File: config.mk
export PLATFORM = sky130hd
export DESIGN_NAME = mfclk_phase_adjuster
export DESIGN_NICKNAME = d
export VERILOG_FILES = /design/src/rtl/mfa_pkg.sv /design/src/rtl/mfa_step_decode.sv /design/src/rtl/mfa_lmfc_counter.sv /design/src/rtl/mfa_sync_ctrl.sv /design/src/rtl/mfclk_phase_adjuster.sv
export SDC_FILE = /design/constraint.sdc
export NUM_CORES = 1
export LEC_CHECK = 0
export BUFFER_PORTS_ARGS = -buffer_cell sky130_fd_sc_hd__buf_4
export CAP_MARGIN = 40
export CELL_PAD_IN_SITES_DETAIL_PLACEMENT = 0
export CELL_PAD_IN_SITES_GLOBAL_PLACEMENT = 2
export CORE_MARGIN = 4
export CORE_UTILIZATION = 34
export DETAILED_ROUTE_END_ITERATION = 10
export PLACE_DENSITY = 0.77
export SYNTH_ARGS = -nofsm -noshare
export SYNTH_HDL_FRONTEND = slang
export SYNTH_HIERARCHICAL = 1
export SYNTH_SLANG_ARGS = --single-unit
File: constraint.sdc
create_clock -name clk -period 5.2 [get_ports clk]
set_input_delay 0.52 -clock clk [delete_from_list [all_inputs] [get_ports clk]]
set_output_delay 0.52 -clock clk [all_outputs]
set_load 0.05 [all_outputs]
File: src/rtl/mfa_pkg.sv
package mfa_pkg;

  typedef enum logic [1:0] {
    ST_REQUEST = 2'd0,
    ST_AWAIT   = 2'd1,
    ST_LOCKED  = 2'd2
  } mfa_state_e;

endpackage

File: src/rtl/mfa_step_decode.sv
module mfa_step_decode #(
  parameter int MF_LEN = 8,
  parameter int ADJ_W  = 4,
  parameter int CNT_W  = 3
) (
  input  logic             phadj,
  input  logic             adjdir,
  input  logic [ADJ_W-1:0] adjcnt,
  output logic             want_move,
  output logic [CNT_W-1:0] fwd_step
);
  localparam int SW = (ADJ_W > CNT_W) ? ADJ_W + 1 : CNT_W + 1;

  logic [SW-1:0]    wide_cnt;
  logic [CNT_W-1:0] red_cnt;

  // reduce the requested count modulo the multi-frame length
  always_comb begin
    wide_cnt = SW'(adjcnt) % SW'(MF_LEN);
    red_cnt  = CNT_W'(wide_cnt);
  end

  // express the move as an extra forward increment of the counter
  always_comb begin
    if (red_cnt == '0)
      fwd_step = '0;
    else if (adjdir)
      fwd_step = CNT_W'((CNT_W+1)'(MF_LEN) - (CNT_W+1)'(red_cnt));
    else
      fwd_step = red_cnt;
  end

  assign want_move = phadj && (adjcnt != '0);

endmodule

File: src/rtl/mfa_lmfc_counter.sv
module mfa_lmfc_counter #(
  parameter int MF_LEN = 8,
  parameter int CNT_W  = 3
) (
  input  logic             clk,
  input  logic             rst,
  input  logic             jump_en,
  input  logic [CNT_W-1:0] jump_fwd,
  output logic             boundary_next,
  output logic             edge_o
);
  logic [CNT_W-1:0] cnt_q;
  logic [CNT_W-1:0] cnt_d;
  logic [CNT_W:0]   sum;

  always_comb begin
    sum = {1'b0, cnt_q} + (CNT_W+1)'(1);
    if (jump_en)
      sum = sum + {1'b0, jump_fwd};
    if (sum >= (CNT_W+1)'(MF_LEN))
      cnt_d = CNT_W'(sum - (CNT_W+1)'(MF_LEN));
    else
      cnt_d = CNT_W'(sum);
  end

  assign boundary_next = (cnt_d == '0);

  always_ff @(posedge clk) begin
    if (rst) begin
      cnt_q  <= CNT_W'(MF_LEN - 1);
      edge_o <= 1'b0;
    end else begin
      cnt_q  <= cnt_d;
      edge_o <= boundary_next;
    end
  end

endmodule

File: src/rtl/mfa_sync_ctrl.sv
module mfa_sync_ctrl
  import mfa_pkg::*;
#(
  parameter int MF_LEN = 8,
  parameter int HOLD_W = 4
) (
  input  logic clk,
  input  logic rst,
  input  logic cgs_done,
  input  logic cfg_valid,
  input  logic want_move,
  input  logic boundary_next,
  output logic apply,
  output logic sync_n,
  output logic aligned
);
  mfa_state_e  state_q, state_d;
  logic [HOLD_W-1:0] hold_q;
  logic hold_met;
  logic release_req;

  assign hold_met    = (hold_q >= HOLD_W'(MF_LEN - 1));
  assign release_req = hold_met && cgs_done && boundary_next;
  assign apply       = (state_q == ST_AWAIT) && cfg_valid && want_move;

  always_comb begin
    state_d = state_q;
    unique case (state_q)
      ST_REQUEST: if (release_req) state_d = ST_AWAIT;
      ST_AWAIT: begin
        if (cfg_valid)
          state_d = want_move ? ST_REQUEST : ST_LOCKED;
      end
      ST_LOCKED:  state_d = ST_LOCKED;
      default:    state_d = ST_REQUEST;
    endcase
  end

  always_ff @(posedge clk) begin
    if (rst) begin
      state_q <= ST_REQUEST;
      hold_q  <= '0;
      sync_n  <= 1'b0;
      aligned <= 1'b0;
    end else begin
      state_q <= state_d;
      sync_n  <= (state_d != ST_REQUEST);
      aligned <= (state_d == ST_LOCKED);
      if (state_d != ST_REQUEST || state_q != ST_REQUEST)
        hold_q <= '0;
      else if (!hold_met)
        hold_q <= hold_q + HOLD_W'(1);
    end
  end

endmodule

File: src/rtl/mfclk_phase_adjuster.sv
module mfclk_phase_adjuster #(
  parameter int FRAMES_PER_MF    = 4,
  parameter int OCTETS_PER_FRAME = 2,
  parameter int ADJ_W            = 4
) (
  input  logic             clk,
  input  logic             rst,
  input  logic             cgs_done,
  input  logic             cfg_valid,
  input  logic             cfg_phadj,
  input  logic             cfg_adjdir,
  input  logic [ADJ_W-1:0] cfg_adjcnt,
  output logic             sync_n,
  output logic             mf_edge,
  output logic             aligned
);
  localparam int MF_LEN = FRAMES_PER_MF * OCTETS_PER_FRAME;
  localparam int CNT_W  = (MF_LEN > 2) ? $clog2(MF_LEN) : 1;
  localparam int HOLD_W = CNT_W + 1;

  logic             want_move;
  logic [CNT_W-1:0] fwd_step;
  logic             apply;
  logic             boundary_next;

  mfa_step_decode #(.MF_LEN(MF_LEN), .ADJ_W(ADJ_W), .CNT_W(CNT_W)) u_dec (
    .phadj     (cfg_phadj),
    .adjdir    (cfg_adjdir),
    .adjcnt    (cfg_adjcnt),
    .want_move (want_move),
    .fwd_step  (fwd_step)
  );

  mfa_lmfc_counter #(.MF_LEN(MF_LEN), .CNT_W(CNT_W)) u_cnt (
    .clk           (clk),
    .rst           (rst),
    .jump_en       (apply),
    .jump_fwd      (fwd_step),
    .boundary_next (boundary_next),
    .edge_o        (mf_edge)
  );

  mfa_sync_ctrl #(.MF_LEN(MF_LEN), .HOLD_W(HOLD_W)) u_ctl (
    .clk           (clk),
    .rst           (rst),
    .cgs_done      (cgs_done),
    .cfg_valid     (cfg_valid),
    .want_move     (want_move),
    .boundary_next (boundary_next),
    .apply         (apply),
    .sync_n        (sync_n),
    .aligned       (aligned)
  );

endmodule

# Word level (Yosys, flattened, before mapping)
# Cells that the tools add are included.
# W data, S select, Z words.
[word_totals]
register_bits = 12
elab_cells = 37
input_bits = 10
[classes]
n_addsub = 5
n_reduce_logical = 13
eq_ne = 3
mux = 8
order_cmp = 2
[op_table]
columns = ["operator", "count"]
rows = [
  ["$mux W3", 3],
  ["$logic_not A3 Y1", 2],
  ["$mux W2", 3],
  ["$pmux W2 S3", 1],
  ["$logic_and A1 B1 Y1", 5],
  ["$add A3 B1 Y4 const B", 1],
  ["$add A4 B1 Y4 const B", 1],
  ["$add A4 B3 Y4", 1],
  ["$eq A2 B2 Y1 const B", 2],
  ["$ge A4 B3 Y1 const B", 1],
  ["$ge A4 B4 Y1 const B", 1],
  ["$mux W4", 1],
  ["$reduce_bool A2 Y1", 2],
  ["$reduce_bool A4 Y1", 1],
  ["$sub A1 B3 Y3 const A", 1],
  ["$sub A3 B1 Y3 const B", 1],
  ["$eq A2 B1 Y1 const B", 1],
  ["$logic_not A2 Y1", 1],
  ["$reduce_or A2 Y1", 1],
  ["$logic_or A1 B1 Y1", 1],
]

# Depth between registers and ports, before layout
# Gate-level depths: netlist of the first run.
[logic_depth]
ltp_word = 14
depth_mapped = 12
ltp_nobuf = 12

# Modules after synthesis
# Netlist of the first run, hierarchy kept.
[by_module_without_submodules]
columns = ["module", "n_inst", "area_each_um2", "seq_area_each_um2", "cells_per_inst"]
rows = [
  ["mfa_sync_ctrl", 1, 370.4, 160.2, 36],
  ["mfa_lmfc_counter", 1, 219.0, 80.1, 21],
  ["mfa_step_decode", 1, 78.8, 0.0, 12],
]

# Worst setup path before layout of the first run
# OpenSTA, ideal clock, no wires.
[synth_path]
kind = "input port to flip-flop"
startpoint = "input port cfg_adjcnt[0]"
endpoint = "register u_ctl.hold_q[3]"
stages = 11
arrival_time_ns = 2.556
slack_ns = 2.526
path_buffers = 0
t_required_ns = 5.081
path_cell_list = "inv_1 > ha_1 > ha_1 > nor2_1 > ha_1 > fa_1 > xor2_1 > and3_1 > nor3_1 > nand4bb_4 > o221a_1"
[synth_via]
elab_chain_cells = 14
[synth_rtl]
columns = ["item", "line", "source"]
rows = [
  ["from (decl)", "mfclk_phase_adjuster.sv:12", "input logic [ADJ_W-1:0] cfg_adjcnt,"],
  ["$sub A1 B3 Y3", "mfa_step_decode.sv:28", "fwd_step = CNT_W'((CNT_W+1)'(MF_LEN) - (CNT_W+1)'(red_cnt));"],
  ["$mux W3", "mfa_step_decode.sv:27", "else if (adjdir)"],
  ["$mux W3 *", "mfa_step_decode.sv:25", "if (red_cnt == '0)"],
  ["net fwd_step[0]", "mfclk_phase_adjuster.sv:22", "logic [CNT_W-1:0] fwd_step;"],
  ["$add A4 B3 Y4 *", "mfa_lmfc_counter.sv:19", "sum = sum + {1'b0, jump_fwd};"],
  ["$mux W4 *", "mfa_lmfc_counter.sv:18", "if (jump_en)"],
  ["$ge A4 B4 Y1 or $sub A3 B1 Y3 (tied branches)", "mfa_lmfc_counter.sv:20, mfa_lmfc_counter.sv:21", ""],
  ["$mux W3 *", "mfa_lmfc_counter.sv:20", "if (sum >= (CNT_W+1)'(MF_LEN))"],
  ["$logic_not A3 Y1 *", "mfa_lmfc_counter.sv:26", "assign boundary_next = (cnt_d == '0);"],
  ["net boundary_next", "mfclk_phase_adjuster.sv:24", "logic boundary_next;"],
  ["$logic_and A1 B1 Y1 *", "mfa_sync_ctrl.sv:23", "assign release_req = hold_met && cgs_done && boundary_next;"],
  ["$mux W2 *", "mfa_sync_ctrl.sv:29", "ST_REQUEST: if (release_req) state_d = ST_AWAIT;"],
  ["$pmux W2 S3 *", "mfa_sync_ctrl.sv:28", "unique case (state_q)"],
  ["$reduce_bool A2 Y1 *", "mfa_sync_ctrl.sv:49", "if (state_d != ST_REQUEST || state_q != ST_REQUEST)"],
  ["$logic_or A1 B1 Y1 *", "mfa_sync_ctrl.sv:49", ""],
  ["$reduce_or A2 Y1 (no source line) *", "-", ""],
  ["to (signal assigned)", "mfa_sync_ctrl.sv:52", "hold_q <= hold_q + HOLD_W'(1);"],
  ["to (decl)", "mfa_sync_ctrl.sv:18", "logic [HOLD_W-1:0] hold_q;"],
]
# The timed path passes the listed nets; every way through them passes the cells marked *.
# A chain may end at the register's enable or synchronous reset.

# Worst setup path after layout of the first run
# Ends and elaborated chain as after synthesis.

==> results by group, run 1 <==
Timing
  • Clock skew: 0.000762 ns
  • Max-slew headroom: 61.9%
  • Final min period: 2.64 ns
  • RSZ-0062 raised after global routing: false
  • Final Max Tran Viols: 0
  • # setup viols final: 0
  • Crit share post-route: 50.8%
  • Setup TNS: 0 ns
  • Final Hold Fails: 0
  • Slew at the pin with the worst max-slew slack: 0.570 ns
  • Peak Freq: ~0.38 GHz

Place
  • DP Wirelength: 961 µm
  • IO buf count: 12
  • Placed cell area: 790 µm²
  • GPL Wtd Cong: a little under 0.7

Final layout
  • Finished Core Util: 45.1%
  • Layout cells sized above 1: 23.8%
  • Reg area: 240 µm²
  • Area of the multi-input gates: a little over 400 µm²
  • Antenna cells: 0
  • Design area: 812 µm²
  • NumNets Final: 102
  • Fillers: 190
  • Area grow syn2layout: 21.5%

Detailed routing
  • DRC errors left: 0
  • Routed wire length per instance: 11.1 µm
  • TritonRoute pass-1 iters: 5
  • Vias: 539
  • Remaining antenna violation count after routing: 0
  • Vias per Instance: 4.94
  • DRT iter0 DRCs: 19
  • Final wirelength: ~1.2 mm

Clock tree
  • CTS Buf Count: 3
  • Clock Sinks: 12
  • H-tree depth: 1
  • Hold_buf cts: 0
  • CTS tree: built
  • Clock Latency Late Sink: 0.27 ns
  • Root Buffer: clkbuf_4
  • Clk slew on worst S/H paths: 0.07 ns
  • Setup bufs post-CTS: 0
  • PostCTS Resize Cnt: 0
  • CTS Buffer Depth: 2

Die
  • Initial Util: a little under two fifths
  • Die X: about 52 µm
  • Die footprint: 2740 µm²
  • Die height: 52.3 µm
  • I/O pins: 13
  • Core area: 1800 µm²
  • Site row count: 15

GRT
  • Vias in the first global route: 516
  • First-pass GRT wire length: slightly above 2 mm
  • Largest net degree at the start of global routing: 9
  • GR Util All Layers: 10.1%
  • Global route total overflow: 0
  • Initial antenna violation count: 0

Synth
  • Largest family of logic cells by synthesized area: simple AND/OR/NAND/NOR gates
  • Top_reg_cell synth: dfxtp_1
  • Most common cell in the netlist: dfxtp_1
  • Cell taking the most area after synthesis: dfxtp_1
  • Simple-gate share of the synthesized area: 25.8%
  • Number of flops mapped to enable cells by yosys: 0
  • Syn avg cell area: 9.68 µm²
  • Post-Synthesis Net Count: 85
  • Synth Area in Compound Gates: between 10% and 20%
  • Post-Syn Area: 668 µm²
  • Main area contributors after synthesis: dfxtp_1 36%, ha_1 9.4%, nand4bb_4 4.1%
  • Synthesized-area fraction occupied by adder cells: 12.4%
  • Post-Synthesis Cells: 69
  • Mux cell area share after synthesis: 3.00%
  • Top cell type's share of synthesized area: 36.0%
  • Post-synth top cells: 12 x dfxtp_1, 7 x nor2_1, 5 x ha_1, 5 x inv_1, 4 x nand2_1
  • Synth cell types: 35
  • Register area share after synthesis: 36.0%
  • Synth Area in XOR/XNOR: 2.62%
  • Fraction of registers with async set/reset: 0%
  • #FFs+latches synth: 12
  • YS warnings: 6

Pwr
  • VDD IR-drop max: 0.000122 V
  • Clock network power share: a little over a quarter
  • Sw Ratio: ~28%
  • Leak: roughly 0.36 nW
  • Flop pwr share: 49.0%
  • Sw Pwr: 0.0584 mW
  • Pwr Total: a little over 0.2 mW
  • Comb power frac: 24.4%
  • PwrDens: 255 nW/µm²
  • Int Pwr: 0.149 mW

Min path
  • Worst Hold Path Cells: 2
  • Hold Crit Class: in2reg
  • Hold wc startpoint: rst
  • Hold EP: u_ctl/state_q[1]$_SDFF_PP0_

Setup path
  • Worst setup EP type: register
  • CP Launch Type: input pin
  • Req. time, crit path: about 5.4 ns
  • Crit path DAT: 2.81 ns
  • Kind of critical path: in2reg
  • FF-to-FF path depth: 7
  • Crit path max fanout: 5
  • Reg2reg start: u_cnt/cnt_q[0]$_SDFF_PP1_
  • FF-to-FF setup slack: 2.87 ns
  • RR Endpoint: u_ctl/hold_q[3]$_SDFFE_PP0P_

Outcome
  • Status: finished clean

Job
  • Max cap viols: 0
## flip-flops by register name (all words and copies together) (netlist names)
register,count
u_ctl/sync_n,1
u_cnt/edge_o,1
u_cnt/cnt_q,3
u_ctl/hold_q,4
u_ctl/state_q,2
u_ctl/aligned,1
## power by group through the flow
| stage | clock, mW | sequential, mW | combinational [mW] |
|---|---|---|---|
| 2_1_floorplan | 0 | 0.106 | 0.0325 |
| 3_3_place_gp | 0 | 0.104 | 0.0510 |
| 3_5_place_dp | 0 | 0.104 | 0.0504 |
| 4_1_cts | 0.0581 | 0.102 | 0.0506 |
| 5_1_grt | 0.0617 | 0.102 | 0.0565 |
| 6_report | 0.0552 | 0.102 | 0.0506 |
## worst max path at each step
stage | from | endpoint | slack (ns) | cells past startpoint
after floorplan | cfg_adjcnt[0] | u_ctl/hold_q[3]$_SDFFE_PP0P_ | 2.53 | 11
after global placement | cfg_adjcnt[0] | u_ctl/hold_q[3]$_SDFFE_PP0P_ | 2.27 | 12
after detailed placement | cfg_adjcnt[0] | u_ctl/hold_q[3]$_SDFFE_PP0P_ | 2.26 | 12
after CTS | cfg_adjcnt[0] | u_ctl/hold_q[3]$_SDFFE_PP0P_ | 2.55 | 12
after global routing | cfg_adjcnt[0] | u_ctl/hold_q[3]$_SDFFE_PP0P_ | 2.35 | 10
final | cfg_adjcnt[0] | u_ctl/hold_q[3]$_SDFFE_PP0P_ | 2.56 | 12
## stage by stage
stage          setup slack, ns  instances  hold slack, ns
6_report                  2.56        109           0.480
5_1_grt                   2.35        109           0.496
4_1_cts                   2.55        109           0.475
3_5_place_dp              2.26        106           0.482
3_3_place_gp              2.27        106           0.468
2_1_floorplan             2.53         69           0.450
## cell usage in the layout (no fill, tap or decap), types with 2 or more instances in the layout
cell type / count
nand2_1: 4
buf_4: 12
nor2_1: 7
nor2b_1: 2
a21oi_1: 3
mux2i_1: 2
ha_1: 5
nand2b_1: 3
inv_1: 5
dfxtp_1: 12
clkbuf_4: 3
## final cells by class
| cell class | count | share of cell area (%) |
|---|---|---|
| clock buffer | 3 | 2.77 |
| inverter | 5 | 2.31 |
| multi-input combinational | 52 | 50.4 |
| sequential | 12 | 29.6 |
| tap | 25 | 3.85 |
| timing repair buffer | 12 | 11.1 |
## critical path, stage by stage
cell and delay, ns:
buf_4 0.11, inv_1 0.07, ha_1 0.16, ha_1 0.18, nor2_1 0.06, ha_1 0.20
fa_1 0.37, xor2_1 0.16, and3_1 0.21, nor3_1 0.32, nand4bb_4 0.18, o221a_1 0.27
## logic make-up (layout without fill, tap and decap cells)
logic type / count (synthesis) / after routing
flops: 12 / 12
xor+xnor: 2 / 2
buf+inv: 5 / 20
fa+ha+maj: 6 / 6
compound gates: 15 / 15
simple gates: 27 / 27
mux: 2 / 2
## layer usage
| layer | wire length, µm | track usage (%) | vias up |
|---|---|---|---|
| met5 | 0 | 0 | - |
| met4 | 7 | 2.55 | 0 |
| met3 | 83 | 4.56 | 2 |
| met2 | 499 | 14.5 | 13 |
| met1 | 619 | 13.5 | 240 |
| li1 | - | - | 284 |
(Power assumes the default switching activity.)
==> run 2, diff against run 1 <==
--- a/config.mk
+++ b/config.mk
@@ -10,9 +10,9 @@
 export CELL_PAD_IN_SITES_DETAIL_PLACEMENT = 0
 export CELL_PAD_IN_SITES_GLOBAL_PLACEMENT = 2
 export CORE_MARGIN = 4
-export CORE_UTILIZATION = 34
+export CORE_UTILIZATION = 32
 export DETAILED_ROUTE_END_ITERATION = 10
-export PLACE_DENSITY = 0.77
+export PLACE_DENSITY = 0.73
 export SYNTH_ARGS = -nofsm -noshare
 export SYNTH_HDL_FRONTEND = slang
 export SYNTH_HIERARCHICAL = 1
==> constraint.sdc (replaced) <==
create_clock -name clk -period 2.5 [get_ports clk]
set_input_delay 0.25 -clock clk [delete_from_list [all_inputs] [get_ports clk]]
set_output_delay 0.25 -clock clk [all_outputs]
set_load 0.05 [all_outputs]
==> results by group, run 2 (same netlist as run 1, synthesis figures left out) <==
Clock tree
  • Clock Sinks: 12 (unchanged)
  • CTS Buf Count: 3 (unchanged)
  • CTS Buffer Depth: 2 (unchanged)
  • CTS tree: built (unchanged)
  • Clk slew on worst S/H paths: 0.07 ns (about the same)
  • PostCTS Resize Cnt: 0 (unchanged)
  • Root Buffer: clkbuf_4 (unchanged)
  • H-tree depth: 1 (unchanged)
  • Setup bufs post-CTS: 0 (unchanged)
  • Clock Latency Late Sink: 0.26 ns (was 0.27 ns)
  • Hold_buf cts: 0 (unchanged)

Timing
  • Hold Slack: 0.213 ns (was 0.480 ns)
  • Max-slew headroom: 77.8% (was 61.9%)
  • Crit share post-route: 93.2%
  • Final Hold Fails: 0 (unchanged)
  • RSZ-0062 raised after global routing: false (unchanged)
  • Slew at the pin with the worst max-slew slack: 0.331 ns (was 0.570 ns)
  • Peak Freq: 0.429 GHz
  • Clock skew: 0.00317 ns (was 0.000762 ns)
  • Final min period: approximately 2.3 ns
  • Setup TNS: 0 ns (unchanged)
  • Final Max Tran Viols: 0 (unchanged)
  • # setup viols final: 0 (unchanged)

Setup path
  • Req. time, crit path: 2.66 ns (was 5.36 ns)
  • Worst Setup SP: cfg_adjcnt[0] (unchanged)
  • Crit path DAT: 2.49 ns (was 2.81 ns)
  • Reg2reg start: u_cnt/cnt_q[0]$_SDFF_PP1_ (unchanged)
  • Worst setup EP type: register (unchanged)
  • CP bufs+invs: 3 (was 2)
  • Crit path max fanout: 5 (unchanged)
  • Max incr delay on CP: 0.37 ns (about the same)
  • Kind of critical path: in2reg (unchanged)
  • CP cell instances: buf_4 > inv_1 > ha_1 > ha_1 > nor2_1 > ha_1 > fa_1 > xor2_1 > and3_1 > nor3_1 > buf_4 > nand4bb_4 > o221a_1 (was buf_4 > inv_1 > ha_1 > ha_1 > nor2_1 > ha_1 > fa_1 > xor2_1 > and3_1 > nor3_1 > nand4bb_4 > o221a_1)
  • CP Launch Type: input pin (unchanged)
  • Slowest stage cell, crit path: fa_1 (unchanged)
  • CP top delay family: adder cells (unchanged)
  • Most used cell, CP: ha_1 (unchanged)

GRT
  • Initial antenna violation count: 0 (unchanged)
  • First-pass GRT wire length: 2.10 mm (was 2.06 mm)
  • Largest net degree at the start of global routing: 9 (unchanged)
  • GR Util All Layers: 10.5% (was 10.1%)
  • Global route total overflow: 0 (unchanged)
  • Vias in the first global route: 541 (was 516)

Pwr
  • PwrDens: 511 nW/µm² (was 255 nW/µm²)
  • Pwr Total: 0.443 mW (was 0.207 mW)
  • Sw Pwr: 0.122 mW (was 0.0584 mW)
  • Int Pwr: 0.321 mW (was 0.149 mW)
  • Clock network power share: 26.1% (was 26.6%)
  • VDD IR-drop max: 0.000253 V (was 0.000122 V)
  • Sw Ratio: 27.5% (was 28.2%)
  • Flop pwr share: 47.7% (was 49.0%)
  • Leak: 0.400 nW (was 0.364 nW)
  • Comb power frac: 26.2% (was 24.4%)

Die
  • Die height: 53.7 µm (was 52.3 µm)
  • Die footprint: 2880 µm² (was 2740 µm²)
  • Core area: 1980 µm² (was 1800 µm²)
  • Site row count: 16 (was 15)
  • Initial Util: 33.7% (was 37.1%)
  • Die X: 53.7 µm (was 52.3 µm)
  • I/O pins: 13 (unchanged)

Final layout
  • Layout cells sized above 1: 29.7% (was 23.8%)
  • Number of flip-flops in the largest register: 4 (unchanged)
  • Antenna cells: 0 (unchanged)
  • Post-Layout Cell Count: 118 (was 109)
  • Biggest regs: u_ctl/hold_q x4, u_cnt/cnt_q x3, u_ctl/state_q x2 (unchanged)
  • Commonest non-fill, non-tap cells in the layout: 19 x buf_4, 12 x dfxtp_1, 7 x nor2_1 (was 12 x buf_4, 12 x dfxtp_1, 7 x nor2_1)
  • Finished Core Util: 43.8% (was 45.1%)
  • Area grow syn2layout: 29.8% (was 21.5%)
  • Top reg by flops: u_ctl/hold_q (unchanged)
  • NumNets Final: 109 (was 102)
  • Commonest non-fill, non-tap cell in the layout: buf_4

Place
  • DP Wirelength: 983 µm (was 961 µm)
  • Placed cells: 115 (was 106)
  • IO buf count: 12 (unchanged)
  • GPL Wtd Cong: 0.712 (was 0.674)

Min path
  • Hold Crit Class: in2reg (unchanged)
  • Hold wc startpoint: rst (unchanged)

Detailed routing
  • Remaining antenna violation count after routing: 0 (unchanged)
  • Routed wire length per instance: 10.5 µm (was 11.1 µm)
  • Vias: 540 (was 539)
  • Vias per Instance: 4.58 (was 4.94)
  • DRT iter0 DRCs: 3 (was 19)
  • Final wirelength: 1.24 mm (was 1.21 mm)
  • TritonRoute pass-1 iters: 2 (was 5)
  • DRC errors left: 0 (unchanged)

Job
  • Max cap viols: 0 (unchanged)

Outcome
  • Status: finished clean (unchanged)
-- run 2: changes by cell type in the layout (fill, tap and decap cells not counted), sizes merged --
cell / delta
buf: +7
-- run 2: cell type report --
| type | count | area (µm²) |
|---|---|---|
| flip-flops and latches | 12 | 240 |
| inverters | 5 | 18.8 |
| fillers | 202 | 1110 |
| repair buffers | 19 | 143 |
| well taps | 27 | 33.8 |
| clock buffers | 3 | 22.5 |
| multi-input cells | 52 | 409 |
-- run 2: worst register-to-register path: stages (launching register included) --
cell and delay, ns:
dfxtp_1 0.33, ha_1 0.34, fa_1 0.41, xor2_1 0.16, and3_1 0.19, nor3_1 0.17, buf_4 0.14, nand4bb_4 0.14
o221a_1 0.26
-- run 2: power groups by stage --
stage	clock network, mW	logic [mW]	registers (mW)
global route	0.132	0.132	0.213
floorplan	0	0.0677	0.221
finish	0.116	0.116	0.211
detailed placement	0	0.117	0.216
CTS	0.123	0.118	0.212
global placement	0	0.118	0.216
-- run 2: per-layer routing --
metal  global-route usage (%)  up-vias  share of wire (%)
met3                     3.60        0                4.0
li1                         -      299                  -
met5                        0        -                  0
met2                     17.9        6                 48
met1                     11.1      235                 48
met4                     6.38        0                  0
-- run 2: path summary, 6_finish.rpt --
kind | to | slack (ns) | depth (start not counted)
setup reg to reg | u_ctl/hold_q[3]$_SDFFE_PP0P_ | 0.25 | 8
setup / recovery | u_ctl/hold_q[3]$_SDFFE_PP0P_ | 0.17 | 13
hold reg to reg | u_ctl/hold_q[1]$_SDFFE_PP0P_ | 0.49 | 2
hold / removal | u_ctl/state_q[1]$_SDFF_PP0_ | 0.21 | 2
-- run 2: metrics by stage --
| stage | cell area (µm²) | setup WS [ns] |
|---|---|---|
| floorplan | 668 | 0.0956 |
| detailed placement | 845 | -0.116 |
| global placement | 845 | -0.0813 |
| global route | 867 | 0.0602 |
| finish | 867 | 0.169 |
| CTS | 867 | 0.152 |
==> run 3, diff against run 2 <==
--- a/config.mk
+++ b/config.mk
@@ -5,14 +5,14 @@
 export SDC_FILE = /design/constraint.sdc
 export NUM_CORES = 1
 export LEC_CHECK = 0
-export BUFFER_PORTS_ARGS = -buffer_cell sky130_fd_sc_hd__buf_4
 export CAP_MARGIN = 40
 export CELL_PAD_IN_SITES_DETAIL_PLACEMENT = 0
 export CELL_PAD_IN_SITES_GLOBAL_PLACEMENT = 2
 export CORE_MARGIN = 4
-export CORE_UTILIZATION = 32
+export CORE_UTILIZATION = 36
 export DETAILED_ROUTE_END_ITERATION = 10
-export PLACE_DENSITY = 0.73
+export DONT_BUFFER_PORTS = 1
+export PLACE_DENSITY = 0.72
 export SYNTH_ARGS = -nofsm -noshare
 export SYNTH_HDL_FRONTEND = slang
 export SYNTH_HIERARCHICAL = 1
==> results by group, run 3 (same netlist as run 1, synthesis figures left out) <==
Detailed routing
  • Remaining antenna violation count after routing: 0 (unchanged)
  • Final wirelength: 1.17 mm (was 1.24 mm)
  • DRC errors left: 0 (unchanged)
  • Wire length on met3: 66 µm (was 49 µm)
  • Vias: 487 (was 540)
  • Vias per Instance: 4.77 (was 4.58)
  • Met2 WL: 503 µm (was 587 µm)
  • Met1 Wirelength: 590 µm (was 598 µm)
  • Top Metal Used: met4 (was met3)
  • Routed wire length per instance: 11.5 µm (was 10.5 µm)
  • TritonRoute pass-1 iters: 2 (unchanged)
  • DRT iter0 DRCs: 10 (was 3)

Clock tree
  • Root Buffer: clkbuf_4 (unchanged)
  • Setup bufs post-CTS: 0 (unchanged)
  • PostCTS Resize Cnt: 0 (unchanged)
  • Clock Sinks: 12 (unchanged)
  • Clk slew on worst S/H paths: 0.08 ns (was 0.07 ns)
  • CTS Buf Count: 3 (unchanged)
  • Hold_buf cts: 0 (unchanged)
  • Clock Latency Late Sink: 0.27 ns (was 0.26 ns)
  • CTS Buffer Depth: 2 (unchanged)
  • H-tree depth: 1 (unchanged)
  • CTS tree: built (unchanged)

Pwr
  • Sw Ratio: 26.2% (was 27.5%)
  • Flop pwr share: 47.2% (was 47.7%)
  • PwrDens: 603 nW/µm² (was 511 nW/µm²)
  • Comb power frac: 19.7% (was 26.2%)
  • Clock network power share: 33.1% (was 26.1%)
  • Sw Pwr: 0.121 mW (was 0.122 mW)
  • Leak: 0.332 nW (was 0.400 nW)
  • VDD IR-drop max: 0.000249 V (was 0.000253 V)
  • Int Pwr: 0.341 mW (was 0.321 mW)

Final layout
  • Number of flip-flops in the largest register: 4 (unchanged)
  • Antenna cells: 0 (unchanged)
  • Layout cells sized above 1: 16.9% (was 29.7%)
  • Top reg by flops: u_ctl/hold_q (unchanged)
  • Area grow syn2layout: 14.6% (was 29.8%)
  • Design area: 766 µm² (was 867 µm²)
  • Commonest non-fill, non-tap cell in the layout: dfxtp_1 (was buf_4)
  • Biggest regs: u_ctl/hold_q x4, u_cnt/cnt_q x3, u_ctl/state_q x2 (unchanged)
  • NumNets Final: 94 (was 109)
  • Commonest non-fill, non-tap cells in the layout: 12 x dfxtp_1, 7 x nor2_1, 5 x inv_1, 5 x ha_1 (was 19 x buf_4, 12 x dfxtp_1, 7 x nor2_1)
  • Finished Core Util: 43.9% (was 43.8%)

Setup path
  • FF-to-FF setup slack: 0.24 ns (was 0.25 ns)
  • RR Endpoint: u_ctl/hold_q[3]$_SDFFE_PP0P_ (unchanged)
  • Req. time, crit path: 2.67 ns (was 2.66 ns)
  • Worst setup EP type: register (unchanged)
  • Reg2reg start: u_cnt/cnt_q[0]$_SDFF_PP1_ (unchanged)
  • Crit path max fanout: 5 (unchanged)
  • FF-to-FF path depth: 8 (unchanged)
  • Crit path DAT: 2.43 ns (was 2.49 ns)
  • CP Launch Type: register (was input pin)
  • Kind of critical path: reg2reg (was in2reg)

Min path
  • Hold EP: u_ctl/aligned$_SDFF_PP0_ (was u_ctl/state_q[1]$_SDFF_PP0_)
  • Worst Hold Path Cells: 1 (was 2)
  • Hold wc startpoint: rst (unchanged)
  • Hold Crit Class: in2reg (unchanged)

Outcome
  • Status: finished clean (unchanged)

Timing
  • Peak Freq: 0.442 GHz (was 0.429 GHz)
  • Setup TNS: 0 ns (unchanged)
  • Final Max Tran Viols: 0 (unchanged)
  • # setup viols final: 0 (unchanged)
  • Final Hold Fails: 0 (unchanged)
  • RSZ-0062 raised after global routing: false (unchanged)
  • Max-slew headroom: 67.6% (was 77.8%)
  • Slew at the pin with the worst max-slew slack: 0.486 ns (was 0.331 ns)
  • Crit share post-route: 90.4% (was 93.2%)
  • Final min period: 2.26 ns (was 2.33 ns)
  • Clock skew: 0.00300 ns (was 0.00317 ns)

GRT
  • Global route total overflow: 0 (unchanged)
  • First-pass GRT wire length: 1.99 mm (was 2.10 mm)
  • GR Util All Layers: 10.4% (was 10.5%)
  • Vias in the first global route: 452 (was 541)
  • Largest net degree at the start of global routing: 9 (unchanged)
  • Initial antenna violation count: 0 (unchanged)

Die
  • Die X: 51.1 µm (was 53.7 µm)
  • Core area: 1750 µm² (was 1980 µm²)
  • Die footprint: 2610 µm² (was 2880 µm²)
  • I/O pins: 13 (unchanged)
  • Site row count: 15 (was 16)
  • Die height: 51.1 µm (was 53.7 µm)
  • Initial Util: 38.3% (was 33.7%)

Place
  • GPL Wtd Cong: 0.693 (was 0.712)
  • IO buf count: 0 (was 12)
  • Placed cell area: 729 µm² (was 845 µm²)
  • DP Wirelength: 939 µm (was 983 µm)

Job
  • Max cap viols: 0 (unchanged)
## run 3: changes by cell type in the layout (fill, tap and decap cells not counted)
cell | before | now
buf_4 | 19 | 4
clkbuf_8 | 0 | 1
## run 3: area by class of cell
cell class	instances	area, µm²
Clock buffer	4	36.3
Fill cell	189	980
Inverter	5	18.8
Multi-Input combinational cell	52	409
Sequential cell	12	240
Tap cell	25	31.3
Timing Repair Buffer	4	30.0
## run 3: how the worst max path moves through the flow
stage                               from                           end  slack, ns  depth (start not counted)
2_1_floorplan              cfg_adjcnt[0]  u_ctl/hold_q[3]$_SDFFE_PP0P_        0.1                         11
4_1_cts        u_cnt/cnt_q[0]$_SDFF_PP1_  u_ctl/hold_q[3]$_SDFFE_PP0P_       0.23                          8
3_3_place_gp               cfg_adjcnt[0]  u_ctl/hold_q[3]$_SDFFE_PP0P_      0.003                         12
3_5_place_dp               cfg_adjcnt[0]  u_ctl/hold_q[3]$_SDFFE_PP0P_      0.009                         12
6_report       u_cnt/cnt_q[0]$_SDFF_PP1_  u_ctl/hold_q[3]$_SDFFE_PP0P_       0.24                          8
5_1_grt        u_cnt/cnt_q[0]$_SDFF_PP1_  u_ctl/hold_q[2]$_SDFFE_PP0P_       0.11                          8
## run 3: per-stage QoR
step	worst slack [ns]	cells	hold slack [ns]	total power, mW
after CTS	0.231	102	0.0254	0.470
after detailed placement	0.00914	98	0.328	0.313
after global routing	0.107	102	0.0141	0.493
after global placement	0.00259	98	0.323	0.313
final	0.240	102	0.0398	0.462
after floorplan	0.0956	69	0.322	0.289
## run 3: power groups by stage
stage | Combinational, mW | Clock, mW | Sequential, mW
6_report | 0.0909 | 0.153 | 0.218
5_1_grt | 0.103 | 0.171 | 0.220
4_1_cts | 0.0914 | 0.160 | 0.218
3_5_place_dp | 0.0906 | 0 | 0.223
3_3_place_gp | 0.0904 | 0 | 0.222
2_1_floorplan | 0.0677 | 0 | 0.221
## run 3: critical path: stages (launching register included)
cell	delay, ns
dfxtp_1	0.33
ha_1	0.34
fa_1	0.41
xor2_1	0.16
and3_1	0.19
nor3_1	0.17
buf_4	0.14
nand4bb_4	0.15
o221a_1	0.27
## run 3: layer usage
layer / global-route usage, % / vias up
li1: - / 264
met1: 13.7 / 214
met2: 13.7 / 7
met3: 6.12 / 2
met4: 4.04 / 0
met5: 0 / -
